==> src/rtl/fpc_pkg.sv <==
package fpc_pkg;
   typedef enum logic [1:0] {
      CC_EQ = 2'd0,
      CC_LT = 2'd1,
      CC_GT = 2'd2,
      CC_UN = 2'd3
   } cc_t;
endpackage

==> src/rtl/fpc_classify.sv <==
module fpc_classify #(
   parameter int EXP_W = 8,
   parameter int MAN_W = 23
) (
   input  logic [EXP_W+MAN_W:0] value,
   output logic                 is_nan,
   output logic                 is_snan,
   output logic                 is_zero
);
   localparam int TOP = EXP_W + MAN_W;

   if (EXP_W < 2 || MAN_W < 2) begin : g_bad_fmt
      $error("fpc_classify: exponent and fraction need at least 2 bits");
   end

   logic [EXP_W-1:0] expo;
   logic [MAN_W-1:0] frac;

   assign expo = value[TOP-1:MAN_W];
   assign frac = value[MAN_W-1:0];

   always_comb begin
      is_nan  = (&expo) && (|frac);
      is_snan = is_nan && !frac[MAN_W-1];
      is_zero = (expo == '0) && (frac == '0);
   end
endmodule

==> src/rtl/fpc_order.sv <==
module fpc_order #(
   parameter int W = 32
) (
   input  logic [W-1:0]   a,
   input  logic [W-1:0]   b,
   input  logic           a_nan,
   input  logic           b_nan,
   input  logic           a_zero,
   input  logic           b_zero,
   output fpc_pkg::cc_t   code
);
   import fpc_pkg::*;

   logic mag_lt;
   assign mag_lt = a[W-2:0] < b[W-2:0];

   always_comb begin
      if (a_nan || b_nan)
         code = CC_UN;
      else if ((a_zero && b_zero) || (a == b))
         code = CC_EQ;
      else if (a[W-1] != b[W-1])
         code = a[W-1] ? CC_LT : CC_GT;
      else if (!a[W-1])
         code = mag_lt ? CC_LT : CC_GT;
      else
         code = mag_lt ? CC_GT : CC_LT;
   end
endmodule

==> src/rtl/fp_compare_cc.sv <==
module fp_compare_cc #(
   parameter int SP_EXP = 8,
   parameter int SP_MAN = 23,
   parameter int DP_EXP = 11,
   parameter int DP_MAN = 52
) (
   input  logic        clk,
   input  logic        rst_n,
   input  logic        req_valid,
   input  logic        fpu_on,
   input  logic        prec_dbl,
   input  logic        signal_mode,
   input  logic [63:0] op_a,
   input  logic [63:0] op_b,
   output logic [1:0]  cc,
   output logic        cc_we,
   output logic        invalid_exc,
   output logic        fpu_dis_trap
);
   import fpc_pkg::*;

   localparam int SP_W   = 1 + SP_EXP + SP_MAN;
   localparam int DP_W   = 1 + DP_EXP + DP_MAN;
   localparam int N_PREC = 2;

   if (DP_W != 64) begin : g_bad_dp
      $error("fp_compare_cc: double format must span 64 bits");
   end
   if (SP_W > DP_W) begin : g_bad_sp
      $error("fp_compare_cc: single format wider than double");
   end

   cc_t  code_p [N_PREC];
   logic nan_p  [N_PREC];
   logic snan_p [N_PREC];

   for (genvar p = 0; p < N_PREC; p++) begin : g_prec
      localparam int EW = (p == 0) ? SP_EXP : DP_EXP;
      localparam int MW = (p == 0) ? SP_MAN : DP_MAN;
      localparam int W  = 1 + EW + MW;

      logic a_nan, a_snan, a_zero;
      logic b_nan, b_snan, b_zero;

      fpc_classify #(.EXP_W(EW), .MAN_W(MW)) u_cls_a (
         .value(op_a[W-1:0]), .is_nan(a_nan), .is_snan(a_snan), .is_zero(a_zero));
      fpc_classify #(.EXP_W(EW), .MAN_W(MW)) u_cls_b (
         .value(op_b[W-1:0]), .is_nan(b_nan), .is_snan(b_snan), .is_zero(b_zero));

      fpc_order #(.W(W)) u_ord (
         .a(op_a[W-1:0]), .b(op_b[W-1:0]),
         .a_nan(a_nan), .b_nan(b_nan),
         .a_zero(a_zero), .b_zero(b_zero),
         .code(code_p[p]));

      assign nan_p[p]  = a_nan || b_nan;
      assign snan_p[p] = a_snan || b_snan;
   end

   cc_t  sel_code;
   logic sel_inv;
   logic accept;

   always_comb begin
      sel_code = prec_dbl ? code_p[1] : code_p[0];
      if (signal_mode)
         sel_inv = prec_dbl ? nan_p[1] : nan_p[0];
      else
         sel_inv = prec_dbl ? snan_p[1] : snan_p[0];
   end

   assign accept = req_valid && fpu_on;

   always_ff @(posedge clk) begin
      if (!rst_n) begin
         cc           <= CC_EQ;
         cc_we        <= 1'b0;
         invalid_exc  <= 1'b0;
         fpu_dis_trap <= 1'b0;
      end else begin
         cc_we        <= accept;
         invalid_exc  <= accept && sel_inv;
         fpu_dis_trap <= req_valid && !fpu_on;
         if (accept)
            cc <= sel_code;
      end
   end

   // a write only follows an accepted strobe
   a_r2_we_after_strobe: assert property (@(posedge clk) disable iff (!rst_n)
      cc_we |-> $past(req_valid && fpu_on));
   // refused compare never writes the code
   a_r8_trap_no_write: assert property (@(posedge clk) disable iff (!rst_n)
      !(fpu_dis_trap && (cc_we || invalid_exc)));
   // code unchanged without a write
   a_r9_hold_code: assert property (@(posedge clk) disable iff (!rst_n)
      !cc_we |-> (cc == $past(cc)));
   // an exception only accompanies an unordered result
   a_r5_exc_unordered: assert property (@(posedge clk) disable iff (!rst_n)
      invalid_exc |-> (cc_we && cc == CC_UN));
   // signalling compare flags every unordered result
   a_r6_sig_flags_nan: assert property (@(posedge clk) disable iff (!rst_n)
      (cc_we && cc == CC_UN && $past(signal_mode)) |-> invalid_exc);
endmodule

==> config.mk <==
export PLATFORM = sky130hd
export DESIGN_NAME = fp_compare_cc
export DESIGN_NICKNAME = d
export VERILOG_FILES = /design/src/rtl/fpc_pkg.sv /design/src/rtl/fpc_classify.sv /design/src/rtl/fpc_order.sv /design/src/rtl/fp_compare_cc.sv
export SDC_FILE = /design/constraint.sdc
export NUM_CORES = 1
export LEC_CHECK = 0
export BUFFER_PORTS_ARGS = -buffer_cell sky130_fd_sc_hd__buf_2
export CAP_MARGIN = 20
export CORE_ASPECT_RATIO = 1.5
export CORE_MARGIN = 5
export CORE_UTILIZATION = 45
export CTS_CLUSTER_DIAMETER = 200
export CTS_CLUSTER_SIZE = 8
export DETAILED_ROUTE_END_ITERATION = 6
export GPL_ROUTABILITY_DRIVEN = 0
export PLACE_DENSITY = 0.91
export SLEW_MARGIN = 20
export SYNTH_ARGS = -nofsm -noshare
export SYNTH_HDL_FRONTEND = slang
export SYNTH_SLANG_ARGS = --single-unit
==> constraint.sdc <==
create_clock -name clk -period 2.8 [get_ports clk]
set_clock_uncertainty 0.15 [all_clocks]
set_input_delay 0.56 -clock clk [delete_from_list [all_inputs] [get_ports clk]]
set_output_delay 0.56 -clock clk [all_outputs]
set_load 0.01 [all_outputs]
# Word-level counts from Yosys, hierarchy flattened
# Cells that the tools add are included.
# word_totals
ff_bits,5
latchBits,0
mem_bits_rw,0
romBits,0
in_bits,134
out_inout_bits,5
elab_cells,72
n_memories,0
# op_classes
n_addsub,0
n_mul,0
n_div,0
magnitude_cmp,2
n_eq_ne,4
shifts,0
mux,18
n_bitwise,0
n_reduce_logical,44
# ops
operator,n
52-bit logical NOT,2
52-bit OR reduction,2
64-bit == test,1
63-bit less-than comparator,1
23-bit logical NOT,2
23-bit OR reduction,2
32-bit == test,1
31-bit less-than comparator,1
2-bit two-way mux,15
11-bit logical NOT,2
11-bit AND reduction,2
1-bit logical AND,17
8-bit logical NOT,2
8-bit AND reduction,2
1-bit logical OR,6
1-bit logical NOT,5
1-bit two-way mux,3
1-bit inequality test,2

# Logic depth before layout (Yosys ltp)
# logic_depth
depth_word,7
depth_mapped,10
ltp_nobuf,10

# By module
# A second synthesis with hierarchy kept.
# hier_totals
hier_cells,466
area_unflattened_um2,3389.5
# by_module_without_submodules
mod,n_inst,cells_each,area_each_um2
fpc_order (g_prec[1].u_ord),1,238,1731.7
fpc_order (g_prec[0].u_ord),1,120,850.8
fpc_classify (g_prec[1].u_cls_a ...),2,29,190.2
fpc_classify (g_prec[0].u_cls_a ...),2,15,107.6
fp_compare_cc,1,20,211.5

# Worst setup path after synthesis
# OpenSTA, ideal clock, no wires.
# synth_timing
path_kind,input -> register
from,input op_b[10]
to,register cc[0]
setup_ns,0.122
arrival_time_ns,2.357
path_slack_ns,0.171
stages,10
path_cell_list,inv_1 -> ha_1 -> a21oi_1 -> o21ai_1 -> a221oi_2 -> o31ai_1 -> a211oi_4 -> mux2_1 -> a21oi_1 -> o31ai_2
# synth_between
elab_chain_cells,7
# synth_rtl
item,line,rtl
"start, declared",fp_compare_cc.sv:14,"input logic [63:0] op_b,"
"63-bit less-than comparator, or another cell as far along",fpc_order.sv:15,assign mag_lt = a[W-2:0] < b[W-2:0];
"2-bit two-way mux, or another cell as far along",fpc_order.sv:25,code = mag_lt ? CC_LT : CC_GT;
2-bit two-way mux or 1-bit logical AND (tied branches),"fpc_order.sv:24, fpc_order.sv:20",
2-bit two-way mux or 1-bit logical OR (tied branches),"fpc_order.sv:22, fpc_order.sv:20",
2-bit two-way mux,fpc_order.sv:20,else if ((a_zero && b_zero) || (a == b))
2-bit two-way mux,fpc_order.sv:18,if (a_nan || b_nan)
2-bit two-way mux (*),fp_compare_cc.sv:65,sel_code = prec_dbl ? code_p[1] : code_p[0];
"end signal, assigned",fp_compare_cc.sv:85,cc <= sel_code;
"end, declared",fp_compare_cc.sv:15,"output logic [1:0] cc,"
# Mark *: on every way between the ends. The rest lies on a longest branch, timed or not.
# A chain may end at the register's enable or synchronous reset.

# Worst setup path in the final report
# layout_timing
from,input op_a[10]
to,register cc[0]
# layout_between
elab_chain_cells,7
# layout_rtl
item,line,rtl
"start, declared",fp_compare_cc.sv:13,"input logic [63:0] op_a,"
"63-bit less-than comparator, or another cell as far along",fpc_order.sv:15,
"2-bit two-way mux, or another cell as far along",fpc_order.sv:25,
2-bit two-way mux or 1-bit logical AND (tied branches),"fpc_order.sv:24, fpc_order.sv:20",
2-bit two-way mux or 1-bit logical OR (tied branches),"fpc_order.sv:22, fpc_order.sv:20",
2-bit two-way mux,fpc_order.sv:20,
2-bit two-way mux,fpc_order.sv:18,
2-bit two-way mux (*),fp_compare_cc.sv:65,
# Marked as above.

==> flow_summary.yaml <==
run_status:
  status: "complete, no violations"
logic_synthesis:
  seq_area_frac_synth_pct: 4.315
  synth_common_cells: "67 x inv_1, 63 x ha_1, 29 x a21oi_1, 29 x nor4_1, 28 x nand4_1"
  syn_nets: 522
  avgSynthCellArea_um2: 7.138
  synthFlopType: "dfxtp_1"
  ys_top_cells_by_area: "ha_1 34%, inv_1 11%, nor4_1 7.8%"
  synth.most_common_cell: "inv_1"
  synth_edf_count: 0
  yosysTopAreaCellShare_pct: 33.98
  synth.distinct_cells: 39
  synth-seq-cells: 5
  synthesis.area_um2: 2320
  syn_inst: 325
  yosysTopAreaCell: "ha_1"
  yosys_warnings: 0
  postSynth.asyncResetShare_pct: 0
worst_setup_path:
  required_ns: 2.75
  critPathMaxStageDelay_ns: 0.38
  endpoint_kind: "flip-flop"
  cp_cell_sequence: "buf_2 > ha_1 > a21oi_1 > o21ai_1 > a221oi_2 > o31ai_1 > a211oi_4 > mux2_1 > a21oi_2 > o31ai_2"
  cpMaxStageDelayCell: "mux2_1"
  critPathKind: "in2reg"
  crit_path_start_kind: "input pin"
  worstPathMaxFanout: 5
  cp.arrival_ns: 2.60
timing:
  fin_crit_ns: 2.647
  hold_slack_ns: 0.3433
  setup_viol: 0
  hold_viol_final: 0
  fin_crit_sh_pct: 94.52
  rsz0062_at_grt: "no"
  slew_headroom_pct: 68.50
  drv_slew: 0
  fmax_ghz: 0.3778
  worst_pin_slew_ns: 0.4686
clock_tree:
  cts_tree: "yes"
  clock_latency_ns: 0.22
  clk_path_buf_depth: 2
  cts_buffers: 3
  post_cts_buffers: 0
  cts_resized: 0
  htree_levels: 1
  clock-root-buffer: "clkbuf_8"
  clock-sinks: 5
  clkTransAtPathRegs_ns: 0.03
  cts_hold_buf: 0
pwr:
  p_leak_nw: 1.818
  powerDensity_nw_per_um2: 188.3
  power_uw: 612.2
  ir_drop_v: 0.0001081
flow_run:
  maxCapViolCount: 0
routing:
  wire_per_inst_um: 15.15
  post_drt_via_cell_ratio: 5.801
  drt-pass1-iter-count: 4
  dr_wl_met2_mm: 4.463
  drt_iter0_drc: 129
  met3_wirelength_um: 632
  drc: 0
  vias: 3179
  wl_met1_mm: 2.917
  maxUsedRoutingLayer: "met4"
  finalWirelength_mm: 8.301
  ant_nets: 0
global_route:
  grt_first_pass_wirelength_mm: 12.83
  grtUsageTotal_pct: 23.88
  antenna_found_initial: 0
  grt_max_degree: 6
  grt_pass1_vias: 3305
  grt-ovfl-total: 0
floorplanning:
  die_h_um: 97.94
  rows: 32
  fp.dieW_um: 68.62
  dieArea_um2: 6720
  io_pins: 139
  start_util_pct: 45.62
  core_area_um2: 5085
finish:
  nets: 678
  drive_gt1_share_pct: 34.58
  fin_cells: 548
  area_growth_syn_to_layout_pct: 40.18
  antenna_cells: 0
  fin_util_pct: 63.95
placed_design:
  hpwl_mm: 7.578
  port_buffers: 138
  dp.cells: 544
hold_path:
  min_path_type: "reg2reg"
[sequential cells by signal (all words and copies together) (netlist names)]
signal,flops
fpu_dis_trap,1
cc_we,1
cc,2
invalid_exc,1
[worst max-delay path, delay by kind of cell]
kind / cells / cell delay, ns
adders and majority gates: 1 / 0.32
buffers and inverters: 1 / 0.11
AOI/OAI and AO/OA: 7 / 1.23
muxes: 1 / 0.38
[logic make-up (layout without fill, tap and decap cells)]
logic type	Yosys count	count (layout)	synth area share, %
simple gates	122	122	31.55
buf+inv	67	222	10.84
compound gates	64	64	17.58
fa+ha+maj	63	63	33.98
flops	5	5	4.315
mux	3	3	1.348
xor+xnor	1	1	0.3776
[final cells by class]
class                           instances  area, um2
Timing Repair Buffer                  151      788.3
Fill cell                             475       1833
Tap cell                               68      85.08
Inverter                               67      251.5
Multi-Input combinational cell        253       1982
Clock buffer                            4      45.04
Sequential cell                         5      100.1
[report_power, final]
| group | internal (mW) | switching, mW |
|---|---|---|
| Combinational | 0.191 | 0.213 |
| Clock | 0.0976 | 0.0342 |
| Sequential | 0.0749 | 0.00153 |
[layout by cell type, fill, tap and decap left out, types with 2 or more instances in the layout]
cell      instances
a211oi_1          3
buf_2           138
nand3_1          15
nor2_1            7
and3_1            2
or4_1             3
mux2i_1           2
nor3_1            6
o2111a_1          2
nand3b_1          2
dfxtp_1           5
nor4_2            4
clkbuf_8          3
o22ai_1           2
o31ai_1           2
inv_1            67
a21o_1            4
and4_1            3
nand4_1          28
a21oi_1          28
o21ai_1           3
ha_1             63
o21ai_0          10
buf_4            13
a211oi_2          2
nand2_1          16
nor4_1           29
[metal layers]
metal | vias to the layer above | global-route usage, %
met5 | - | 0
met4 | 0 | 9.954
li1 | 1540 | -
met3 | 28 | 3.452
met1 | 1463 | 22.26
met2 | 148 | 47.46
[path summary, 6_finish.rpt]
check | from | endpoint | slack [ns] | cells after the start
max | op_a[10] | cc[0] | 0.15 | 10
min | cc[1] | cc[1] | 0.34 | 2
max reg2reg | cc[0] | cc[0] | 2.07 | 2
min reg2reg | cc[1] | cc[1] | 0.34 | 2
[per-stage QoR]
step | worst slack [ns] | TNS, ns | area (um2)
floorplan | 0.1714 | 0 | 2320
global placement | -0.06514 | -0.1155 | 3193
detailed placement | -0.1147 | -0.1865 | 3193
CTS | 0.05868 | 0 | 3238
global route | 0.001299 | 0 | 3252
finish | 0.1534 | 0 | 3252
No activity file was read; power rests on OpenSTA's default activity.
